$ cat config.mk
export PLATFORM = sky130hd
export DESIGN_NAME = pkt_link_serdes
export DESIGN_NICKNAME = d
export VERILOG_FILES = /design/src/rtl/pkt_link_pkg.sv /design/src/rtl/plk_width_ctl.sv /design/src/rtl/plk_tx.sv /design/src/rtl/plk_rx.sv /design/src/rtl/pkt_link_serdes.sv
export SDC_FILE = /design/constraint.sdc
export NUM_CORES = 1
export LEC_CHECK = 0
export ABC_CLOCK_PERIOD_IN_PS = 5760
export BUFFER_PORTS_ARGS = -buffer_cell sky130_fd_sc_hd__buf_2
export CORE_ASPECT_RATIO = 1.25
export CORE_MARGIN = 1.5
export CORE_UTILIZATION = 35
export CTS_CLUSTER_SIZE = 24
export DETAILED_ROUTE_END_ITERATION = 10
export GPL_TIMING_DRIVEN = 0
export PLACE_DENSITY = 0.55
export SLEW_MARGIN = 40
export SYNTH_ARGS = -nofsm -noshare
export SYNTH_HDL_FRONTEND = slang
export SYNTH_SLANG_ARGS = --single-unit
$ cat constraint.sdc
create_clock -name clk -period 5.76 [get_ports clk]
set_input_delay 1.152 -clock clk [delete_from_list [all_inputs] [get_ports clk]]
set_output_delay 1.152 -clock clk [all_outputs]
set_load 0.02 [all_outputs]
$ cat src/rtl/pkt_link_pkg.sv
package pkt_link_pkg;
  localparam int unsigned WORD_W         = 32;
  localparam int unsigned LOG_W          = 3;
  localparam int unsigned CODE_W         = 3;
  localparam int unsigned FREE_W         = 4;
  localparam int unsigned OPC_W          = 6;
  localparam int unsigned FREE_LSB       = 8;
  localparam int unsigned MAX_DATA_WORDS = 8;
  localparam logic [LOG_W-1:0] LOG_DEFAULT = 3'd3;

  // log2 of the lane count chosen by a width code
  function automatic logic [LOG_W-1:0] lane_log_of(input logic [CODE_W-1:0] code);
    logic [LOG_W-1:0] r;
    case (code)
      3'd0, 3'd1, 3'd2, 3'd3, 3'd4: r = code + 3'd1;
      default:                      r = LOG_DEFAULT;
    endcase
    return r;
  endfunction
endpackage

$ cat src/rtl/plk_width_ctl.sv
module plk_width_ctl
  import pkt_link_pkg::*;
(
  input  logic              clk,
  input  logic              rst_n,
  input  logic [CODE_W-1:0] width_code,
  output logic [LOG_W-1:0]  lane_log,
  output logic              cfg_done
);
  logic [LOG_W-1:0] log_q, log_d;
  logic             done_q;

  always_comb log_d = lane_log_of(width_code);

  always_ff @(posedge clk or negedge rst_n) begin
    if (!rst_n) begin
      log_q  <= LOG_DEFAULT;
      done_q <= 1'b0;
    end else if (!done_q) begin
      log_q  <= log_d;
      done_q <= 1'b1;
    end
  end

  assign lane_log = log_q;
  assign cfg_done = done_q;

  AST_CFG_FROZEN: assert property (@(posedge clk) disable iff (!rst_n)
    done_q |=> $stable(log_q));
  AST_CFG_LEGAL: assert property (@(posedge clk) disable iff (!rst_n)
    done_q |-> (log_q >= 3'd1 && log_q <= 3'd5));
endmodule

$ cat src/rtl/plk_tx.sv
module plk_tx
  import pkt_link_pkg::*;
#(
  parameter int unsigned W  = WORD_W,
  parameter int unsigned FW = FREE_W
) (
  input  logic             clk,
  input  logic             rst_n,
  input  logic             cfg_done,
  input  logic [LOG_W-1:0] lane_log,
  input  logic             in_valid,
  input  logic [W-1:0]     in_word,
  input  logic             in_cmd,
  input  logic [FW-1:0]    buf_free,
  output logic             in_ready,
  output logic [W-1:0]     link_data,
  output logic             link_ctl,
  output logic             link_valid
);
  localparam int unsigned CNT_W = $clog2(W);
  localparam logic [CNT_W:0] W_CNT = (CNT_W+1)'(W);

  logic [CNT_W-1:0] cnt_q, cnt_d, last_idx, shamt;
  logic [CNT_W:0]   nbt, lanes;
  logic [W-1:0]     word_q, word_d, mask, nop_w;
  logic             cmd_q, cmd_d, act_q, act_d, load, adv;

  always_comb begin
    nbt      = W_CNT >> lane_log;
    last_idx = nbt[CNT_W-1:0] - CNT_W'(1);
    lanes    = (CNT_W+1)'(1) << lane_log;
    mask     = ~({W{1'b1}} << lanes);
    shamt    = cnt_q << lane_log;
    nop_w    = '0;
    nop_w[FREE_LSB +: FW] = buf_free;
  end

  // next state
  always_comb begin
    load   = cfg_done && (!act_q || cnt_q == last_idx);
    adv    = load || act_q;
    cnt_d  = cnt_q + CNT_W'(1);
    word_d = word_q;
    cmd_d  = cmd_q;
    act_d  = act_q;
    if (load) begin
      cnt_d  = '0;
      act_d  = 1'b1;
      word_d = in_valid ? in_word : nop_w;
      cmd_d  = in_valid ? in_cmd  : 1'b1;
    end
  end

  always_ff @(posedge clk or negedge rst_n) begin
    if (!rst_n) begin
      cnt_q  <= '0;
      word_q <= '0;
      cmd_q  <= 1'b0;
      act_q  <= 1'b0;
    end else if (adv) begin
      cnt_q  <= cnt_d;
      word_q <= word_d;
      cmd_q  <= cmd_d;
      act_q  <= act_d;
    end
  end

  assign in_ready   = load;
  assign link_valid = act_q;
  assign link_ctl   = act_q & cmd_q;
  assign link_data  = act_q ? ((word_q >> shamt) & mask) : '0;

  AST_CTL_STEADY: assert property (@(posedge clk) disable iff (!rst_n)
    (act_q && cnt_q != '0) |-> (link_ctl == $past(link_ctl)));
  AST_READY_ONCE: assert property (@(posedge clk) disable iff (!rst_n)
    (in_ready && lane_log != 3'd5) |=> !in_ready);
  AST_READY_AFTER_CFG: assert property (@(posedge clk) disable iff (!rst_n)
    !cfg_done |-> !in_ready);
  AST_BT_RANGE: assert property (@(posedge clk) disable iff (!rst_n)
    act_q |-> (cnt_q <= last_idx));
endmodule

$ cat src/rtl/plk_rx.sv
module plk_rx
  import pkt_link_pkg::*;
#(
  parameter int unsigned W    = WORD_W,
  parameter int unsigned FW   = FREE_W,
  parameter int unsigned MAXW = MAX_DATA_WORDS
) (
  input  logic             clk,
  input  logic             rst_n,
  input  logic [LOG_W-1:0] lane_log,
  input  logic [W-1:0]     link_data,
  input  logic             link_ctl,
  input  logic             link_valid,
  input  logic             out_ready,
  output logic             out_valid,
  output logic [W-1:0]     out_word,
  output logic             out_cmd,
  output logic [FW-1:0]    peer_free,
  output logic             frame_err,
  output logic             len_err
);
  localparam int unsigned CNT_W = $clog2(W);
  localparam int unsigned RUN_W = $clog2(MAXW + 2);
  localparam logic [CNT_W:0] W_CNT = (CNT_W+1)'(W);

  logic [CNT_W-1:0] cnt_q, cnt_d, last_idx, shamt;
  logic [CNT_W:0]   nbt, lanes;
  logic [W-1:0]     mask, piece, acc_q, acc_d, ow_q, ow_d;
  logic             ctl0_q, bad_q, bad_d, first, mismatch, word_done, word_ok;
  logic             word_cmd, is_nop, deliver;
  logic             ov_q, ov_d, oc_q, oc_d, frm_q, len_q, len_d;
  logic [RUN_W-1:0] run_q, run_d;
  logic [FW-1:0]    free_q, free_d;

  always_comb begin
    nbt      = W_CNT >> lane_log;
    last_idx = nbt[CNT_W-1:0] - CNT_W'(1);
    lanes    = (CNT_W+1)'(1) << lane_log;
    mask     = ~({W{1'b1}} << lanes);
    shamt    = cnt_q << lane_log;
    piece    = (link_data & mask) << shamt;
  end

  // next state
  always_comb begin
    first     = (cnt_q == '0);
    acc_d     = first ? piece : (acc_q | piece);
    mismatch  = link_valid && !first && (link_ctl != ctl0_q);
    bad_d     = (first ? 1'b0 : bad_q) | mismatch;
    word_done = link_valid && (cnt_q == last_idx);
    word_ok   = word_done && !bad_d;
    word_cmd  = first ? link_ctl : ctl0_q;
    is_nop    = word_cmd && (acc_d[OPC_W-1:0] == '0);
    deliver   = word_ok && !is_nop;
    cnt_d     = word_done ? '0 : cnt_q + CNT_W'(1);

    ov_d = ov_q && !out_ready;
    ow_d = ow_q;
    oc_d = oc_q;
    if (deliver) begin
      ov_d = 1'b1;
      ow_d = acc_d;
      oc_d = word_cmd;
    end

    run_d = run_q;
    len_d = 1'b0;
    if (word_ok) begin
      if (word_cmd) begin
        run_d = '0;
      end else if (run_q <= RUN_W'(MAXW)) begin
        run_d = run_q + RUN_W'(1);
        len_d = (run_q == RUN_W'(MAXW));
      end
    end

    free_d = (word_ok && is_nop) ? acc_d[FREE_LSB +: FW] : free_q;
  end

  always_ff @(posedge clk or negedge rst_n) begin
    if (!rst_n) begin
      cnt_q  <= '0;
      acc_q  <= '0;
      ctl0_q <= 1'b0;
      bad_q  <= 1'b0;
    end else if (link_valid) begin
      cnt_q  <= cnt_d;
      acc_q  <= acc_d;
      bad_q  <= bad_d;
      if (first) ctl0_q <= link_ctl;
    end
  end

  always_ff @(posedge clk or negedge rst_n) begin
    if (!rst_n) begin
      ov_q   <= 1'b0;
      ow_q   <= '0;
      oc_q   <= 1'b0;
      frm_q  <= 1'b0;
      len_q  <= 1'b0;
      run_q  <= '0;
      free_q <= '0;
    end else begin
      ov_q   <= ov_d;
      ow_q   <= ow_d;
      oc_q   <= oc_d;
      frm_q  <= mismatch;
      len_q  <= len_d;
      run_q  <= run_d;
      free_q <= free_d;
    end
  end

  assign out_valid = ov_q;
  assign out_word  = ow_q;
  assign out_cmd   = oc_q;
  assign frame_err = frm_q;
  assign len_err   = len_q;
  assign peer_free = free_q;

  AST_OUT_HOLD: assert property (@(posedge clk) disable iff (!rst_n)
    (ov_q && !out_ready) |=> ov_q);
  AST_FRM_MIDWORD: assert property (@(posedge clk) disable iff (!rst_n)
    frm_q |-> ($past(link_valid) && $past(cnt_q) != '0));
  AST_LEN_PULSE: assert property (@(posedge clk) disable iff (!rst_n)
    len_q |=> !len_q);
  AST_NOP_HIDDEN: assert property (@(posedge clk) disable iff (!rst_n)
    ov_q |-> !(oc_q && ow_q[OPC_W-1:0] == '0));
endmodule

$ cat src/rtl/pkt_link_serdes.sv
module pkt_link_serdes
  import pkt_link_pkg::*;
(
  input  logic               clk,
  input  logic               rst_n,
  input  logic [CODE_W-1:0]  width_code,
  input  logic               in_valid,
  output logic               in_ready,
  input  logic [WORD_W-1:0]  in_word,
  input  logic               in_cmd,
  input  logic [FREE_W-1:0]  buf_free,
  output logic [WORD_W-1:0]  tx_lanes,
  output logic               tx_ctl,
  output logic               tx_active,
  input  logic [WORD_W-1:0]  rx_lanes,
  input  logic               rx_ctl,
  input  logic               rx_active,
  output logic               out_valid,
  input  logic               out_ready,
  output logic [WORD_W-1:0]  out_word,
  output logic               out_cmd,
  output logic [FREE_W-1:0]  peer_free,
  output logic               frame_err,
  output logic               len_err
);
  logic [LOG_W-1:0] lane_log;
  logic             cfg_done;

  plk_width_ctl u_cfg (
    .clk(clk), .rst_n(rst_n), .width_code(width_code),
    .lane_log(lane_log), .cfg_done(cfg_done)
  );

  plk_tx #(.W(WORD_W), .FW(FREE_W)) u_tx (
    .clk(clk), .rst_n(rst_n), .cfg_done(cfg_done), .lane_log(lane_log),
    .in_valid(in_valid), .in_word(in_word), .in_cmd(in_cmd), .buf_free(buf_free),
    .in_ready(in_ready), .link_data(tx_lanes), .link_ctl(tx_ctl), .link_valid(tx_active)
  );

  plk_rx #(.W(WORD_W), .FW(FREE_W), .MAXW(MAX_DATA_WORDS)) u_rx (
    .clk(clk), .rst_n(rst_n), .lane_log(lane_log),
    .link_data(rx_lanes), .link_ctl(rx_ctl), .link_valid(rx_active),
    .out_ready(out_ready), .out_valid(out_valid), .out_word(out_word), .out_cmd(out_cmd),
    .peer_free(peer_free), .frame_err(frame_err), .len_err(len_err)
  );
endmodule

Yosys cells after proc, flatten, opt, wreduce, memory -nomap -nowiden
Index checks and enable logic that the tools add are counted.
{ "classes": {"n_bitwise": 6, "n_reduce_logical": 23, "add_sub_neg": 5, "n_shift": 7, "n_eq_ne": 8, "magnitude_cmp": 1, "n_mux": 15} }
{ "ops": {"columns": ["op", "count"], "rows": [
  ["$mux 32", 3],
  ["$and 32x32->32", 2],
  ["$not 32->32", 1],
  ["$or 32x32->32", 1],
  ["$shl 32x5->32", 1],
  ["$shl 32x6->32 const A", 1],
  ["$shr 32x5->32", 1],
  ["$add 5x1->5 const B", 2],
  ["$eq 5x5->1", 2],
  ["$mux 5", 2],
  ["$shl 5x3->5", 2],
  ["$logic_and 1x1->1", 9],
  ["$mux 4", 2],
  ["$mux 1", 7],
  ["$eq 3x2->1 const B", 2],
  ["$logic_not 6->1", 1],
  ["$shl 1x3->6 const A", 1],
  ["$shr 6x3->5 const A", 1],
  ["$logic_not 1->1", 5],
  ["$logic_not 5->1", 1],
  ["$reduce_or 5->1", 1],
  ["$sub 5x1->5 const B", 1],
  ["$add 4x1->4 const B", 1],
  ["$eq 4x4->1 const B", 1],
  ["12 further kinds", 14]
]} }
{ "word_totals": {"elab_cells": 82, "ff_bits": 126} }

Longest topological paths before layout
{ "logic_depth": {"ltp_word": 12, "mapped_depth": 14, "depth_no_buf": 9} }

Cells and area by module
A second synthesis with hierarchy kept.
{ "hier_totals": {"cells_unflattened": 937, "area_unflattened_um2": 8642.0} }
{ "by_module_without_submodules": {"columns": ["mod", "instances", "cells_each", "area_each_um2"], "rows": [
  ["plk_rx", 1, 484, 4670.7],
  ["plk_tx", 1, 431, 3723.6],
  ["plk_width_ctl", 1, 22, 247.7]
]} }

Least setup slack after synthesis
No wires, ideal clock.
{ "synth_path": {"path_type": "register to output", "from": "register u_cfg.log_q[0] (netlist: u_cfg.lane_log[0])", "to": "output tx_lanes[1]", "path_buffers": 4, "slack_ns": 1.896, "path_stages_with_launch": 12, "arrival_time_ns": 2.712, "path_cell_list": "dfstp_2 buf_4 buf_6 buf_2 mux2i_1 nor2_2 buf_4 mux2i_1 mux2i_1 nand2_1 nand3_1 a211oi_1"} }
{ "synth_between": {"elab_chain_len": 5, "word_cells_on_any_way": 7} }
{ "synth_rtl": {"columns": ["item", "line", "source"], "rows": [
  ["start: declaration", "plk_width_ctl.sv:10", "logic [LOG_W-1:0] log_q, log_d;"],
  ["start signal: assignment", "plk_width_ctl.sv:20", "log_q <= log_d;"],
  ["branches (longest 3 deep; another with $shr 32x5->32)", null, null],
  ["$and 32x32->32 *", "plk_tx.sv:71", "assign link_data = act_q ? ((word_q >> shamt) & mask) : '0;"],
  ["$mux 32 *", "plk_tx.sv:71", null],
  ["end: declaration", "pkt_link_serdes.sv:12", "output logic [WORD_W-1:0] tx_lanes,"]
]} }
Every way passes the cells marked *.

Worst setup path after layout
{ "layout_path": {"from": "register u_cfg.log_q[1] (netlist: u_cfg.lane_log[1])", "to": "output in_ready"} }
{ "layout_between": {"elab_chain_len": 5} }
{ "layout_rtl": {"columns": ["item", "line", "source"], "rows": [
  ["$shr 6x3->5", "plk_tx.sv:29", "nbt = W_CNT >> lane_log;"],
  ["$sub 5x1->5", "plk_tx.sv:30", "last_idx = nbt[CNT_W-1:0] - CNT_W'(1);"],
  ["$eq 5x5->1", "plk_tx.sv:40", "load = cfg_done && (!act_q || cnt_q == last_idx);"],
  ["$logic_or 1x1->1", "plk_tx.sv:40", null],
  ["$logic_and 1x1->1", "plk_tx.sv:40", null],
  ["end: declaration", "pkt_link_serdes.sv:8", "output logic in_ready,"]
]} }
No other way between the ends.

==> results.json <==
{
  "synth_cell_type_count": 80,
  "grt_pass1_vias": 8340,
  "total_power_mw": 5.19,
  "arrival_ns": 4.13,
  "whs_ns": 0.472,
  "fillers": 2573,
  "die_w_um": 146,
  "status": "completed",
  "cpMaxStageDelayCell": "o21ai_1",
  "drv_cap": 0,
  "rr_startpoint": "u_cfg.lane_log[1]$_DFFE_PN1N_",
  "clock_path_buffers": 2,
  "dr.pass1.iters": 6,
  "rsz0062_at_grt": "false",
  "synth_fp_nets": 1064,
  "area_delta_synth_final_pct": 20.7,
  "cp_num_cells": 12,
  "hold_viol": 0,
  "synth_edf_count": 0,
  "drtIter0Drc": 519,
  "clock-sinks": 126,
  "cp.required_ns": 4.61,
  "antenna_found_initial": 4,
  "worst_pin_slew_ns": 0.781,
  "setup-tns-final_ns": 0,
  "syn_avg_cell_area_um2": 9.16,
  "gr-usage-all-layers_pct": 23.6,
  "path_max_fanout": 10,
  "hold_depth": 2,
  "utilization_pct": 42.7,
  "grt_max_degree": 71,
  "regToRegEndpoint": "u_tx.word_q[6]$_DFFE_PN0P_",
  "worst_slack_ns": 0.480,
  "synth_area_um2": 8900,
  "reg2reg_depth": 13,
  "critPathTopFamily": "buffers and inverters",
  "drtAntennaViolNets": 0,
  "ir_worst_vdd_uv": 229,
  "async_flop_share_pct": 100,
  "overflow": 0,
  "cts_tree": "done",
  "slew_headroom_pct": 47.6,
  "cts_setup_buffers": 0,
  "ioPinCount": 153,
  "final_net_count": 1234,
  "insertion_delay_ns": 0.44,
  "hpwl_um": 24100,
  "max_freq_mhz": 189,
  "die_area_um2": 26400,
  "cpMostUsedCell": "buf_2",
  "power.leakage_nw": 5.04,
  "num_rows": 65,
  "cts.clk_slew.worst_paths_ns": 0.06,
  "routed-via-count": 8184,
  "yosys_most_used_dff": "dfrtp_1",
  "seq_area_frac_synth_pct": 35.5,
  "cts_made_buffers": 17,
  "cp_cell_sequence": "buf_6 -> buf_2 -> inv_1 -> ha_1 -> buf_2 -> xor2_1 -> xnor2_1 -> nor3_1 -> o21ai_1 -> clkbuf_1 -> inv_1 -> buf_2",
  "drive_gt1_share_pct": 23.7,
  "fin_worst_skew_ns": 0.0136,
  "min_from": "u_rx.acc_q[3]$_DFFE_PN0P_",
  "hp-class": "flop to flop",
  "vias_per_cell": 5.49,
  "grt_pass1_wl_um": 47800,
  "routedWlPerCell_um": 20.6,
  "ctsResizeCount": 0,
  "io_buffers": 150,
  "synthCells": 971,
  "ys_warn_count": 0,
  "maxSlewViolCount": 0,
  "routed_wl_um": 30800,
  "endpoint_kind": "primary output",
  "place_area_um2": 10100,
  "place.gp.congestion": 0.932,
  "fp.dieH_um": 181,
  "period_needed_ns": 5.28,
  "cellPowerDensity_nw_per_um2": 483,
  "fin_crit_sh_pct": 91.7,
  "worstHoldEndpoint": "u_rx.acc_q[3]$_DFFE_PN0P_",
  "setup_viol": 0,
  "fin_area_um2": 10700,
  "path_class": "flop to primary output",
  "ys_ff_latch": 126,
  "remaining_drc_errors": 0,
  "final_cells": 1492,
  "path_buf_inv": 7,
  "start_util_pct": 35.4,
  "start_kind": "flop",
  "clockRootBuffer": "clkbuf_16",
  "hold_buffers": 0,
  "core_um2": 25100,
  "htree_levels": 4,
  "r2r_setup_slack_ns": 1.79,
  "placed_cells": 1457,
  "critical-path-max-stage-delay_ns": 0.62,
  "dp_slack_ns": 0.949
}
## synthesized netlist by cell type, types with 20 or more instances
cell	number	area (um2)
mux2i_1	114	1140
o21ai_0	62	310
nor2_1	52	195
mux2_4	20	300
dfrtp_1	124	3100
a21oi_1	32	160
inv_1	31	116
a22o_1	30	263
clkbuf_1	41	154
nand3_1	24	120
nand2_1	148	556
buf_2	20	100
## cells by family after synthesis
group                    Yosys count  share of synthesized area (%)
adder cells (fa/ha/maj)           15                           2.11
buffers and inverters            108                           5.64
XOR/XNOR                          20                           2.28
AO/OA/AOI/OAI                    249                           20.0
flip-flops                       126                           35.5
multiplexers                     152                           18.5
AND/OR/NAND/NOR                  300                           16.0
other                              1                         0.0421
## metal layers
metal / routed length [um] / track usage [%]
met1: 12100 / 27.0
met5: 15 / 0
met2: 15700 / 42.3
met4: 1200 / 10.5
met3: 1720 / 4.47
## state kept, by name, indices dropped and copies added (netlist names)
signal and count:
u_cfg.cfg_done 1, u_cfg.lane_log 3, u_rx.acc_q 32, u_rx.bad_q 1, u_rx.cnt_q 5, u_rx.ctl0_q 1
u_rx.frame_err 1, u_rx.len_err 1, u_rx.out_cmd 1, u_rx.out_valid 1, u_rx.out_word 32, u_rx.peer_free 4
u_rx.run_q 4, u_tx.cmd_q 1, u_tx.cnt_q 5, u_tx.link_valid 1, u_tx.word_q 32
## tightest hold or removal path: stages (launching register included)
cell and delay [ns]:
dfrtp_1 0.33, nand2_1 0.05, nand2_1 0.06
## power breakdown
group | switching, mW | internal (mW) | total [mW]
Clock | 0.472 | 0.691 | 1.16
Sequential | 0.260 | 1.23 | 1.49
Combinational | 1.56 | 0.972 | 2.53
Total | 2.29 | 2.90 | 5.19
## cell usage in the layout (no fill, tap or decap), types with 9 or more instances in the layout
master,count
a211oi_1,9
a21oi_1,32
a22o_1,30
a32o_1,9
buf_2,169
clkbuf_1,42
clkbuf_16,17
dfrtp_1,124
ha_1,15
inv_1,31
mux2_2,15
mux2_4,20
mux2i_1,114
nand2_1,148
nand3_1,24
nand4_1,11
nor2_1,52
nor2b_1,12
nor3_1,11
o21ai_0,62
o22ai_1,11
xor2_1,13
## worst max path at each step
stage                                              from          end  slack [ns]
after floorplan           u_cfg.lane_log[0]$_DFFE_PN1N_  tx_lanes[1]        1.90
after global placement    u_cfg.lane_log[1]$_DFFE_PN1N_     in_ready        0.93
after detailed placement  u_cfg.lane_log[1]$_DFFE_PN1N_     in_ready        0.95
after CTS                 u_cfg.lane_log[1]$_DFFE_PN1N_     in_ready        0.47
after global routing      u_cfg.lane_log[1]$_DFFE_PN1N_     in_ready        0.26
final                     u_cfg.lane_log[1]$_DFFE_PN1N_     in_ready        0.48
## layout make-up
cell class | count | area, um2 | area share [%]
multi-input combinational | 737 | 5260 | 49.0
sequential | 126 | 3160 | 29.4
timing repair buffer | 151 | 788 | 7.34
clock buffer | 18 | 429 | 4.00
tap | 335 | 419 | 3.90
buffer | 77 | 385 | 3.59
clock inverter | 14 | 180 | 1.68
inverter | 31 | 116 | 1.08
antenna | 3 | 7.51 | 0.0699
No activity file was read; power rests on OpenSTA's default activity.
